===== config.mk =====
export PLATFORM = sky130hd
export DESIGN_NAME = shtr_setting_top
export DESIGN_NICKNAME = d
export VERILOG_FILES = /design/src/rtl/shtr_pkg.sv /design/src/rtl/shtr_ctrl.sv /design/src/rtl/shtr_dp.sv /design/src/rtl/shtr_setting_top.sv
export SDC_FILE = /design/constraint.sdc
export NUM_CORES = 1
export LEC_CHECK = 0
export BUFFER_PORTS_ARGS = -buffer_cell sky130_fd_sc_hd__buf_2
export CAP_MARGIN = 15
export CORE_MARGIN = 8
export CORE_UTILIZATION = 40
export CTS_CLUSTER_SIZE = 12
export DETAILED_ROUTE_END_ITERATION = 8
export GPL_TIMING_DRIVEN = 1
export HOLD_SLACK_MARGIN = 0.1
export SLEW_MARGIN = 20
export SYNTH_ARGS = -nofsm -noshare
export SYNTH_HDL_FRONTEND = slang
export SYNTH_SLANG_ARGS = --single-unit

===== constraint.sdc =====
create_clock -name clk -period 3.3 [get_ports clk]
set_clock_uncertainty 0.1 [all_clocks]
set_input_delay 0.66 -clock clk [delete_from_list [all_inputs] [get_ports clk]]
set_output_delay 0.66 -clock clk [all_outputs]
set_load 0.01 [all_outputs]

===== src/rtl/shtr_pkg.sv =====
package shtr_pkg;
  localparam int LOAD_W = 9;
  localparam int WORD_W = 12;
  localparam int SPD_W  = 3;

  typedef enum logic [1:0] {
    MODE_FLK  = 2'b00,
    MODE_FAST = 2'b01,
    MODE_SLOW = 2'b10,
    MODE_OFF  = 2'b11
  } shtrMode_e;

  // strobes from sequencing control to the datapath
  typedef struct packed {
    logic shift;
    logic commit;
    logic shortWord;
  } seqStrobe_t;
endpackage


===== src/rtl/shtr_ctrl.sv =====
module shtr_ctrl
  import shtr_pkg::*;
#(
  parameter int SYNC_STAGES = 2,
  parameter int NBITS       = WORD_W
) (
  input  logic       clk,
  input  logic       rstN,
  input  logic       serSel,
  input  logic       sclkPin,
  input  logic       sdatPin,
  input  logic       stbPin,
  output seqStrobe_t strb,
  output logic       sdatBit
);
  localparam int CNT_W = $clog2(NBITS + 1);

  logic [2:0] rawIn;
  logic [2:0] syncQ [SYNC_STAGES];
  logic [2:0] syncOut;
  logic [1:0] prevQ;
  logic       clkRise, stbRise;
  logic [CNT_W-1:0] bitCnt;

  assign rawIn = {stbPin, sclkPin, sdatPin};

  always_ff @(posedge clk) begin
    if (!rstN) begin
      for (int i = 0; i < SYNC_STAGES; i++) syncQ[i] <= '0;
      prevQ <= '0;
    end else begin
      syncQ[0] <= rawIn;
      for (int i = 1; i < SYNC_STAGES; i++) syncQ[i] <= syncQ[i-1];
      prevQ <= syncOut[2:1];
    end
  end

  assign syncOut = syncQ[SYNC_STAGES-1];
  assign sdatBit = syncOut[0];
  assign clkRise = syncOut[1] & ~prevQ[0];
  assign stbRise = syncOut[2] & ~prevQ[1];

  always_ff @(posedge clk) begin
    if (!rstN) bitCnt <= '0;
    else if (serSel && stbRise) bitCnt <= '0;
    else if (serSel && clkRise && bitCnt != CNT_W'(NBITS)) bitCnt <= bitCnt + 1'b1;
  end

  always_comb begin
    strb.shift     = serSel & clkRise;
    strb.commit    = serSel & stbRise;
    strb.shortWord = (bitCnt < CNT_W'(NBITS));
  end

  AST_CNT_BOUND: assert property (@(posedge clk) disable iff (!rstN)
    bitCnt <= CNT_W'(NBITS));
  AST_COMMIT_PULSE: assert property (@(posedge clk) disable iff (!rstN)
    strb.commit |=> !strb.commit);
endmodule


===== src/rtl/shtr_dp.sv =====
module shtr_dp
  import shtr_pkg::*;
#(
  parameter int LW = LOAD_W,
  parameter int WW = WORD_W,
  parameter int SW = SPD_W
) (
  input  logic          clk,
  input  logic          rstN,
  input  logic          serSel,
  input  logic [1:0]    modePin,
  input  logic [SW-1:0] spdPin,
  input  seqStrobe_t    strb,
  input  logic          sdatBit,
  output logic [1:0]    shtrMode,
  output logic [LW-1:0] loadVal,
  output logic          shortWord
);
  localparam int MODE_HI_POS = LW;
  localparam int MODE_LO_POS = LW + 1;
  localparam logic [LW-1:0] FLK_LOAD  = LW'(9'h149);
  localparam logic [LW-1:0] SLOW_BASE = LW'(9'h1F7);

  logic [WW-1:0] shiftReg;
  logic [LW-1:0] parLoad;
  logic [1:0]    parMode;

  always_ff @(posedge clk) begin
    if (!rstN) shiftReg <= '0;
    else if (strb.shift) shiftReg <= {sdatBit, shiftReg[WW-1:1]};
  end

  always_comb begin
    parMode = modePin;
    unique case (shtrMode_e'(modePin))
      MODE_FLK:  parLoad = FLK_LOAD;
      MODE_FAST: begin
        unique case (spdPin)
          3'b111:  parLoad = LW'(9'h1FF);
          3'b110:  parLoad = LW'(9'h143);
          3'b101:  parLoad = LW'(9'h105);
          3'b100:  parLoad = LW'(9'h0E6);
          3'b011:  parLoad = LW'(9'h0D6);
          3'b010:  parLoad = LW'(9'h0CE);
          3'b001:  parLoad = LW'(9'h0CA);
          default: parLoad = LW'(9'h0C8);
        endcase
      end
      MODE_SLOW: parLoad = SLOW_BASE + LW'(spdPin);
      default:   parLoad = '0;
    endcase
  end

  always_ff @(posedge clk) begin
    if (!rstN) begin
      shtrMode  <= MODE_OFF;
      loadVal   <= '0;
      shortWord <= 1'b0;
    end else if (!serSel) begin
      shtrMode <= parMode;
      loadVal  <= parLoad;
    end else if (strb.commit) begin
      shtrMode  <= {shiftReg[MODE_HI_POS], shiftReg[MODE_LO_POS]};
      loadVal   <= shiftReg[LW-1:0];
      shortWord <= strb.shortWord;
    end
  end

  AST_PAR_TRACK: assert property (@(posedge clk) disable iff (!rstN)
    !serSel |=> shtrMode == $past(modePin));
  AST_SLOW_RANGE: assert property (@(posedge clk) disable iff (!rstN)
    (!serSel && modePin == 2'b10) |=> loadVal >= SLOW_BASE);
  AST_OFF_ZERO: assert property (@(posedge clk) disable iff (!rstN)
    (!serSel && modePin == 2'b11) |=> loadVal == '0);
  AST_SER_HOLD: assert property (@(posedge clk) disable iff (!rstN)
    (serSel && !strb.commit) |=> ($stable(shtrMode) && $stable(loadVal)));
  AST_FLAG_CAUSE: assert property (@(posedge clk) disable iff (!rstN)
    (shortWord != $past(shortWord)) |-> $past(strb.commit));
endmodule


===== src/rtl/shtr_setting_top.sv =====
module shtr_setting_top
  import shtr_pkg::*;
(
  input  logic             clk,
  input  logic             rstN,
  input  logic             serSel,
  input  logic [1:0]       modePin,
  input  logic [SPD_W-1:0] spdPin,
  input  logic             sclkPin,
  input  logic             sdatPin,
  input  logic             stbPin,
  output logic [1:0]       shtrMode,
  output logic [LOAD_W-1:0] loadVal,
  output logic             shortWord
);
  seqStrobe_t strb;
  logic       sdatBit;

  shtr_ctrl #(.SYNC_STAGES(2), .NBITS(WORD_W)) uCtrl (
    .clk(clk), .rstN(rstN), .serSel(serSel),
    .sclkPin(sclkPin), .sdatPin(sdatPin), .stbPin(stbPin),
    .strb(strb), .sdatBit(sdatBit)
  );

  shtr_dp #(.LW(LOAD_W), .WW(WORD_W), .SW(SPD_W)) uDp (
    .clk(clk), .rstN(rstN), .serSel(serSel),
    .modePin(modePin), .spdPin(spdPin),
    .strb(strb), .sdatBit(sdatBit),
    .shtrMode(shtrMode), .loadVal(loadVal), .shortWord(shortWord)
  );
endmodule


==> metrics.md, run 1 <==
| Metric | Value |
|---|---|
| FMAX | just under 500 MHz |
| Worst EP arrival | 2130 ps |
| Async SR Flop Fraction | 0% |
| TritonCTS Buffers | 5 |
| Vias | 1319 |
| Max_slew headroom | 55.0% |
| Post-synthesis sequential area ratio | between 40% and 50% |
| Initial antenna violation count | 0 |
| H-tree Lvls | 2 |
| Status | complete, no violations |
| DRT iter0 DRCs | 70 |
| Synth Area in Simple Gates | ~23% |
| Post-layout util | 46.6% |
| Vias in the first global route | roughly 1300 |
| Setup violators final | 0 |
| Syn Nets | 203 |
| Adder-cell share of the synthesized area | 5.38% |
| Maxcap violations | 0 |
| Commonest cells post-synth | dfxtp_1 (36), nand2_1 (34), a21oi_1 (20) |
| Sw Share | between 20% and 30% |
| Fin. Hold Viols | 0 |
| Seq cells post-synth | 36 |
| Synth Area in Compound Gates | between 10 and 15% |
| Synth Flop Type | dfxtp_1 |
| IO Pins | 23 |
| Cell internal pwr | 0.659 mW |
| Initial Util | 41.0% |
| Avg Inst Size Synth | between 8 and 9 µm² |
| RSZ-0062 raised after global routing | no |
| Hold buffers post-CTS | 0 |
| Total negative slack | 0 ps |
| Sw power | about 0.22 mW |
| Clk sink count | 36 |
| CTS Root Buffer Type | clkbuf_8 |
| Via/cell ratio | 5.15 |
| Fillers | 416 |
| Largest net degree at the start of global routing | 19 |
| Slew Limit Fails | 0 |
| DP Cell Count | between 200 and 250 |
| Post-synthesis mux area share | 7.53% |
| Gate Count Post-Synth | 185 |
| Antenna viol nets, final | 0 |
| Drt drc | 0 |
| Hold_ws | 335 ps |
| Setup repair bufs after CTS | 0 |
| Ys Warns | 0 |
| Antenna fix cells | 0 |
| Sequential fraction of design power | 52.0% |
| Largest stage delay on the critical path | 550 ps |
| Fraction of layout cells with a size suffix above 1 | between 15 and 20% |
| GRT Util Overall | 12.1% |
| Max Root-Sink Buffers | 2 |
| Core Region | 3970 µm² |
| IO buf count | 22 |
| Comb pwr share | 11.0% |
| Total Wirelength | 3540 µm |
| Leading post-synthesis cells by cell area | dfxtp_1 (44%), nand2_1 (7.8%), a21oi_1 (6.1%) |
| Post-DP HPWL | 2540 µm |
| CP Cell Sequence | buf_2, inv_1, ha_1, ha_1, or4_1, o21ai_2, a2bb2oi_2, o22ai_1 |
| Max IR drop VDD | approximately 260 µV |
| Worst hold-check path type | reg -> reg |
| Setup CP Type | in -> reg |
| Die area | 6370 µm² |
| Leakage power | 0.751 nW |
| Clk_lat worst skew | 290 ps |
| Tmin final | 2060 ps |
| Router iterations before antenna repair | 4 |
| Critical Path Slowest Stage Cell | or4_1 |
| Most common cell in the netlist | dfxtp_1 |
| Rows | 23 |
| RePlAce Congestion | 0.829 |
| Wire per inst | between 10 and 15 µm |
| Clock power share | 37.0% |
| Reg clk slew, reported paths | 70 ps |
| Post-synth EDFFs | 0 |
| TritonCTS clock tree | built |
| Die H | around 80 µm |
| Post-synth top area share | 44.2% |
| Chip width | 79.8 µm |
| Worst Tran Pin Value | 675 ps |
| Yosys cell types | 37 |
| Cell repeated most along the worst path | ha_1 |
| Post-Synth XOR/XNOR Area | 1.61% |
| Nets | 223 |
| Post-Layout Cell Count | 256 |
| Area Growth Syn to Fin | 13.6% |
| Startpoint types | input port |
| Max Fanout on Critical Path | 6 |
| Resized cells post-CTS | 0 |
| Largest family of logic cells by synthesized area | simple AND/OR/NAND/NOR gates |
| CP Data Required Time | between 3000 and 4000 ps |
| PwrDens | 473 nW/µm² |
| Largest area contributor in the netlist | dfxtp_1 |
| Part of the cycle the worst path needs | 62.4% |
| Netlist Area Pre-Place | 1630 µm² |
| First-pass GRT wire length | around 6000 µm |
| GR Overflow Total | 0 |
| CP Capture Type | flip-flop |
==> layer usage <==
metal / vias up / global-route usage, % / wire length (µm)
met5: - / 0 / 0
met4: 0 / 6.00 / 57
met3: 5 / 3.38 / 154
met2: 22 / 19.2 / 1610
met1: 619 / 14.5 / 1720
li1: 673 / - / -
==> registers in the layout, summed over array words and instances (netlist names) <==
register / count
uCtrl.syncQ: 6
uDp.loadVal: 9
uCtrl.prevQ: 2
uDp.shortWord: 1
uDp.shtrMode: 2
uDp.shiftReg: 12
uCtrl.bitCnt: 4
==> cells by family (layout without fill, tap and decap cells) <==
group | after synthesis | after routing
adders and majority gates | 7 | 7
muxes | 12 | 12
AOI/OAI and AO/OA | 38 | 38
buffers and inverters | 15 | 36
and+or+nand+nor | 74 | 74
DFF | 36 | 36
xor gates and xnor gates | 3 | 3
==> critical path, delay by kind of cell <==
kind | cells | cell delay [ps]
AOI/OAI and AO/OA | 3 | 300
buffers and inverters | 2 | 230
adders and majority gates | 2 | 410
and+or+nand+nor | 1 | 550
==> power groups by stage <==
stage | Combinational, mW | Clock [mW] | Sequential [mW]
after floorplan | 0.0610 | 0 | 0.469
after global placement | 0.0977 | 0 | 0.465
after detailed placement | 0.0980 | 0 | 0.466
after CTS | 0.0983 | 0.337 | 0.455
after global routing | 0.108 | 0.350 | 0.457
final | 0.0967 | 0.324 | 0.455
==> placed cells by master, fill, tap and decap left out <==
cell / count
dfxtp_1: 36
nand2_1: 34
buf_2: 22
a21oi_1: 20
mux2i_1: 10
and2_1: 9
nor2_1: 9
ha_1: 7
clkbuf_8: 6
inv_1: 5
o21ai_0: 4
nand3b_1: 3
nand3_1: 3
nor3_1: 3
and3_1: 3
a211oi_1: 3
and2b_1: 2
mux2_1: 2
xor2_1: 2
nand2b_1: 2
o22ai_1: 2
a221oi_1: 2
a21o_1: 2
and3b_1: 1
inv_2: 1
nor2b_1: 1
xnor2_1: 1
nand2b_4: 1
o21a_1: 1
or3_1: 1
o31ai_1: 1
nor4b_1: 1
o32a_1: 1
or4_1: 1
o21ai_2: 1
a2bb2oi_2: 1
clkbuf_1: 1
clkinvlp_4: 1
==> final timing paths <==
path / start / cells past startpoint / slack [ps] / endpoint
max reg2reg: uCtrl.prevQ[1] / 4 / 1560 / uDp.loadVal[0]
max: spdPin[1] / 8 / 1240 / uDp.loadVal[1]
min reg2reg: uCtrl.syncQ[0][0] / 1 / 330 / uCtrl.syncQ[0][3]
min: uCtrl.syncQ[0][0] / 1 / 330 / uCtrl.syncQ[0][3]
==> layout make-up <==
cell class	count	area, µm²	share of cell area (%)
clock inverter	1	7.51	0.406
clock buffer	7	86.3	4.67
inverter	6	22.5	1.22
sequential	36	721	38.9
tap	50	62.6	3.38
multi-input combinational	134	841	45.4
timing repair buffer	22	110	5.95
==> metrics by stage <==
step	area (µm²)	total power, mW	worst slack [ps]
5_1_grt	1850	0.915	1180
3_3_place_gp	1760	0.563	985
6_report	1850	0.876	1240
4_1_cts	1850	0.891	1260
2_1_floorplan	1630	0.530	1190
3_5_place_dp	1760	0.564	942
Note: power is estimated with default switching activity, not from simulation.
==> inputs of run 2 (changes only) <==
Clock period 3.3 ns to 2.1 ns, I/O delays scaled along.
==> run 2 against run 1 <==
Non-clock buffer count rose by 6. Sequential share of layout area fell by 0.42 points. Sequential cell count did not move. First-iteration DRC count rose by 69%. Via count rose by 0.15%. Worst setup slack got worse by 810 ps. Global-route usage rose by 0.42 points. Clock power rose by 34%. Count of clock-buffer cells in the layout fell by 2. Core utilization rose by 0.50 points. Critical path type unchanged. Critical endpoint unchanged. Highest routed layer unchanged.
==> metrics.md, run 2 (synthesis gave the netlist of run 1 again) <==
| Metric | Value |
|---|---|
| Status | complete, no violations |
| Clk sink count | 36 (unchanged) |
| Area Growth Syn to Fin | 14.8% |
| Maxcap violations | 0 (unchanged) |
| Antenna fix cells | 0 (unchanged) |
| R2R Path Start | uCtrl.prevQ[1] |
| Chip width | 79.8 µm (unchanged) |
| Setup CP Type | in -> reg |
| Hold_ws | 239 ps (-95.7 ps) |
| Antenna viol nets, final | 0 (unchanged) |
| CP endpoint | uDp.loadVal[1] |
| Core Region | 3970 µm² (unchanged) |
| CTS Root Buffer Type | clkbuf_8 |
| IO Pins | 23 (unchanged) |
| Vias | 1321 (+0.15%) |
| Die H | 79.8 µm (unchanged) |
| Reg clk slew, reported paths | 60 ps (about the same) |
| Rows | 23 (unchanged) |
| Part of the cycle the worst path needs | ~80% |
| Max Fanout on Critical Path | 2 (-4) |
| Biggest register | uDp.shiftReg |
| Post-Layout Cell Count | 259 (+1.2%) |
| Max Root-Sink Buffers | 2 (unchanged) |
| RSZ-0062 raised after global routing | no |
| Max IR drop VDD | 453 µV (+71%) |
| Dpl cell area | 1800 µm² (+2.6%) |
| Fillers | 405 (-2.6%) |
| CP Capture Type | flip-flop |
| Total Wirelength | 3600 µm (+1.9%) |
| GRT Util Overall | 12.5% (+0.42 points) |
| Final instance area | 1870 µm² (+1.1%) |
| Largest net degree at the start of global routing | 19 (unchanged) |
| Total chip power | 1.31 mW (+49%) |
| First-pass GRT wire length | 6170 µm (+1.8%) |
| PwrDens | 700 nW/µm² (+48%) |
| FMAX | about 600 MHz |
| TritonCTS clock tree | built |
| IO buf count | 22 (unchanged) |
| Max FFs per register | 12 (unchanged) |
| Nets | 229 (+2.7%) |
| Fraction of layout cells with a size suffix above 1 | 17.7% (+1.7 points) |
| Vias in the first global route | 1316 (+0.23%) |
| Setup violators final | 0 (unchanged) |
| Hold buffers post-CTS | 0 (unchanged) |
| Worst hold-check path type | in -> reg |
| Initial antenna violation count | 0 (unchanged) |
| Flop-to-flop setup slack | 590 ps (-970 ps) |
| Via/cell ratio | 5.10 (-1.0%) |
| Worst Tran Pin Value | 460 ps (-215 ps) |
| CP Data Required Time | 2170 ps (-1200 ps) |
| Worst EP arrival | 1740 ps (-390 ps) |
| Drt drc | 0 (unchanged) |
| Setup repair bufs after CTS | 0 (unchanged) |
| Clk_lat worst skew | 290 ps (about the same) |
| Tmin final | 1670 ps |
| DRT iter0 DRCs | 118 (+69%) |
| Total negative slack | 0 ps (unchanged) |
| Resized cells post-CTS | 0 (unchanged) |
| Startpoint types | input port |
| RePlAce Congestion | 0.791 (-4.6%) |
| Fin. Hold Viols | 0 (unchanged) |
| Regs by FF count | uDp.shiftReg: 12 flops, uDp.loadVal: 9 flops, uCtrl.syncQ: 6 flops |
| Die area | 6370 µm² (unchanged) |
| Slew Limit Fails | 0 (unchanged) |
| Commonest cells after routing, fill and taps aside | dfxtp_1 (36), nand2_1 (34), buf_2 (22) |
| Setup crit start | spdPin[0] |
| DP Cell Count | 254 (+2.4%) |
| H-tree Lvls | 2 (unchanged) |
| Reg2reg end | uDp.loadVal[5] |
| GR Overflow Total | 0 (unchanged) |
| Wire per inst | 13.9 µm (+0.69%) |
| Router iterations before antenna repair | 4 (unchanged) |
| Leakage power | 0.773 nW (+3.0%) |
| Most common cell after layout, fill and taps aside | dfxtp_1 |
| Max_slew headroom | 69.3% (+14 points) |
| Reg2reg path depth | 5 (+1) |
| Initial Util | 41.0% (unchanged) |
| Post-DP HPWL | 2570 µm (+0.86%) |
| TritonCTS Buffers | 5 (unchanged) |
==> run 2: cell count changes in the layout (fill, tap and decap cells not counted) <==
cell | previous run | this run
clkbuf_1 | 1 | 0
buf_4 | 0 | 6
clkbuf_8 | 6 | 5
clkinvlp_4 | 1 | 0
==> run 2: cell type report <==
cell class	count	area [µm²]	share of cell area [%]
inverters	6	22.5	1.20
clock buffers	5	68.8	3.68
multi-input cells	134	841	44.9
well taps	50	62.6	3.34
flip-flops and latches	36	721	38.5
repair buffers	28	155	8.29
==> run 2: worst min path at each step <==
stage / from / to / slack, ps / depth (start not counted)
after floorplan: uCtrl.syncQ[0][0] / uCtrl.syncQ[0][3] / 310 / 1
after global placement: uCtrl.syncQ[0][0] / uCtrl.syncQ[0][3] / 320 / 1
after detailed placement: uCtrl.syncQ[0][0] / uCtrl.syncQ[0][3] / 320 / 1
after CTS: stbPin / uCtrl.syncQ[0][2] / 230 / 2
after global routing: stbPin / uCtrl.syncQ[0][2] / 230 / 2
final: stbPin / uCtrl.syncQ[0][2] / 240 / 2
==> run 2: critical path, cell delays in order <==
cell and delay, ps:
buf_2 90, inv_1 50, ha_1 190, ha_1 180, or4_1 530, o21ai_2 80, a2bb2oi_2 130, o22ai_1 70
==> run 2: layer usage <==
layer	global-route usage, %	vias to the layer above	share of wire [%]
met5	0	-	0
met4	8.18	0	2.5
met3	3.72	7	4.7
met2	18.9	23	44
met1	15.0	614	49
li1	-	677	-
==> run 2: where the power goes <==
| group | internal (mW) | switching, mW | total [mW] |
|---|---|---|---|
| clock network | 0.213 | 0.221 | 0.434 |
| registers | 0.706 | 0.0107 | 0.717 |
| logic | 0.0694 | 0.0891 | 0.158 |
| total | 0.989 | 0.321 | 1.31 |
==> run 2: metrics by stage <==
| step | utilization (%) | setup slack (ps) |
|---|---|---|
| 2_1_floorplan | - | 229 |
| 4_1_cts | 47.1 | 425 |
| 3_5_place_dp | 45.4 | 101 |
| 5_1_grt | 47.1 | 345 |
| 6_report | 47.1 | 430 |
| 3_3_place_gp | 45.4 | 133 |
==> inputs of run 3 (changes only) <==
Clock period 2.1 ns to 1.4 ns, I/O delays scaled along.
==> run 3 against run 2 <==
Total power is 61% higher. Hold slack lost 140 ps. Combinational power up 82%. Sequential power increased by 51%. Sequential cell count is the same. First-iteration DRC count fell by 31%. Design area increased by 9.8%. Critical path depth is 3 lower. Die area is the same. Critical endpoint is now uDp.loadVal[5]. Critical path type is now reg -> reg. Clock power up 73%.
==> metrics.md, run 3 (synthesis gave the netlist of run 1 again) <==
| Metric | Value |
|---|---|
| Status | complete, no violations |
| Clk_lat worst skew | 290 ps (about the same) |
| Hold buffers post-CTS | 0 (unchanged) |
| Comb pwr share | 13.6% (+1.5 points) |
| Maxcap violations | 0 (unchanged) |
| GR Overflow Total | 0 (unchanged) |
| Worst hold-check path type | in -> reg |
| Die area | 6370 µm² (unchanged) |
| Vias | 1391 (+5.3%) |
| RePlAce Congestion | 0.790 (about the same) |
| Core Region | 3970 µm² (unchanged) |
| Initial Util | 41.0% (unchanged) |
| Most common cell after layout, fill and taps aside | dfxtp_1 |
| Regs by FF count | uDp.shiftReg: 12 flops, uDp.loadVal: 9 flops, uCtrl.syncQ: 6 flops |
| Fillers | 379 (-6.4%) |
| Initial antenna violation count | 0 (unchanged) |
| Total chip power | 2.11 mW (+61%) |
| IO buf count | 22 (unchanged) |
| Sw power | 0.515 mW (+61%) |
| Slew Limit Fails | 0 (unchanged) |
| RSZ-0062 raised after global routing | yes |
| Post-DP HPWL | 2840 µm (+11%) |
| Worst Tran Pin Value | 469 ps (+8.84 ps) |
| Hold Crit Depth | 2 (unchanged) |
| Part of the cycle the worst path needs | 97.6% |
| Fraction of layout cells with a size suffix above 1 | 25.9% (+8.2 points) |
| First-pass GRT wire length | 6280 µm (+1.8%) |
| Nets | 237 (+3.5%) |
| Max FFs per register | 12 (unchanged) |
| Max IR drop VDD | 686 µV (+51%) |
| Cell internal pwr | 1.60 mW (+62%) |
| H-tree Lvls | 2 (unchanged) |
| Vias in the first global route | 1399 (+6.3%) |
| Die H | 79.8 µm (unchanged) |
| Reg clk slew, reported paths | 70 ps (about the same) |
| GRT Util Overall | 12.4% (-0.076 points) |
| Max Fanout on Critical Path | 9 (+7) |
| Area Growth Syn to Fin | 26.0% |
| Register area | 722 µm² (+0.17%) |
| DRT iter0 DRCs | 82 (-31%) |
| Clock power share | 35.5% (+2.3 points) |
| Commonest cells after routing, fill and taps aside | dfxtp_1 (35), nand2_1 (34), a21oi_1 (20), buf_2 (20), buf_4 (13) |
| Multi-input gate area | 892 µm² (+6.1%) |
| Chip width | 79.8 µm (unchanged) |
| Fin. Hold Viols | 0 (unchanged) |
| Max Root-Sink Buffers | 2 (unchanged) |
| Biggest register | uDp.shiftReg |
| TritonCTS Buffers | 5 (unchanged) |
| Rows | 23 (unchanged) |
| Flop-to-flop setup slack | 30 ps (-560 ps) |
| Setup CP Type | reg -> reg |
| Hold_ws | 98.1 ps (-141 ps) |
| Max_slew headroom | 68.7% (-0.59 points) |
| Drt drc | 0 (unchanged) |
| Wire per inst | 13.8 µm (-0.69%) |
| TritonCTS clock tree | built |
| CP Data Required Time | 1480 ps (-690 ps) |
| Total Wirelength | 3730 µm (+3.5%) |
| Setup violators final | 0 (unchanged) |
| Worst EP arrival | 1450 ps (-290 ps) |
| Clk sink count | 36 (unchanged) |
| IO Pins | 23 (unchanged) |
| FMAX | between 700 and 800 MHz |
| CP Capture Type | flip-flop |
| Router iterations before antenna repair | 4 (unchanged) |
| Reg2reg path depth | 5 (unchanged) |
| Largest net degree at the start of global routing | 18 (-1) |
| Antenna viol nets, final | 0 (unchanged) |
| Leakage power | 0.835 nW (+8.0%) |
| Sw Share | 24.4% (-0.10 points) |
| Antenna fix cells | 0 (unchanged) |
| Tmin final | 1370 ps |
| Via/cell ratio | 5.15 (+1.0%) |
| Sequential fraction of design power | 50.9% (-3.8 points) |
| PwrDens | 1030 nW/µm² (+47%) |
| CTS Root Buffer Type | clkbuf_8 |
| Startpoint types | flip-flop |
-- run 3: cell types whose count changed in the layout (fill, tap and decap cells not counted), sizes merged --
cell / delta
clkbuf: +3
buf: +8
-- run 3: critical path, stage by stage (launching register included) --
cell and delay, ps:
dfxtp_1 290, and2b_2 280, buf_12 150, mux2i_2 200
nand2_1 60, and3_1 170
-- run 3: metal layers --
metal | track usage, % | share of wire (%) | vias up
met4 | 4.91 | 1.4 | 0
li1 | - | - | 699
met1 | 14.1 | 45 | 654
met2 | 20.9 | 48 | 30
met3 | 4.17 | 5.4 | 8
met5 | 0 | 0 | -
-- run 3: final cells by class --
type,count,share of cell area [%]
inverters,6,2.07
multi-input cells,134,43.4
clock buffers,8,4.39
well taps,50,3.05
repair buffers,36,11.9
flip-flops and latches,36,35.2
-- run 3: timing repair --
item | 4_1_cts | 5_1_grt
cloned | 0 | 0
setup buffers | 0 | 2
gates resized for setup | 4 | 8
setup endpoints to repair | 6 | 9
-- run 3: metrics by stage --
step	cells	area, µm²	util (%)	setup TNS [ps]	setup WS [ps]
floorplan	185	1690	-	-106	-106
global placement	260	1920	48.3	-2180	-359
detailed placement	260	1920	48.3	-2480	-388
CTS	268	2020	50.9	0	0.331
global route	270	2050	51.7	-170	-63.5
finish	270	2050	51.7	0	34.3
-- run 3: power groups by stage --
stage | combinational (mW) | sequential, mW | clock [mW]
2_1_floorplan | 0.155 | 1.11 | 0
3_3_place_gp | 0.269 | 1.10 | 0
3_5_place_dp | 0.274 | 1.10 | 0
4_1_cts | 0.278 | 1.08 | 0.754
5_1_grt | 0.318 | 1.08 | 0.813
6_report | 0.287 | 1.08 | 0.751
-- run 3: path summary, 6_finish.rpt --
| kind | from | endpoint |
|---|---|---|
| worst max-delay path | uCtrl.prevQ[1] | uDp.loadVal[5] |
| worst min-delay path | stbPin | uCtrl.syncQ[0][2] |
| worst max register to register | uCtrl.prevQ[1] | uDp.loadVal[5] |
| worst min register to register | uCtrl.syncQ[0][2] | uCtrl.syncQ[0][5] |
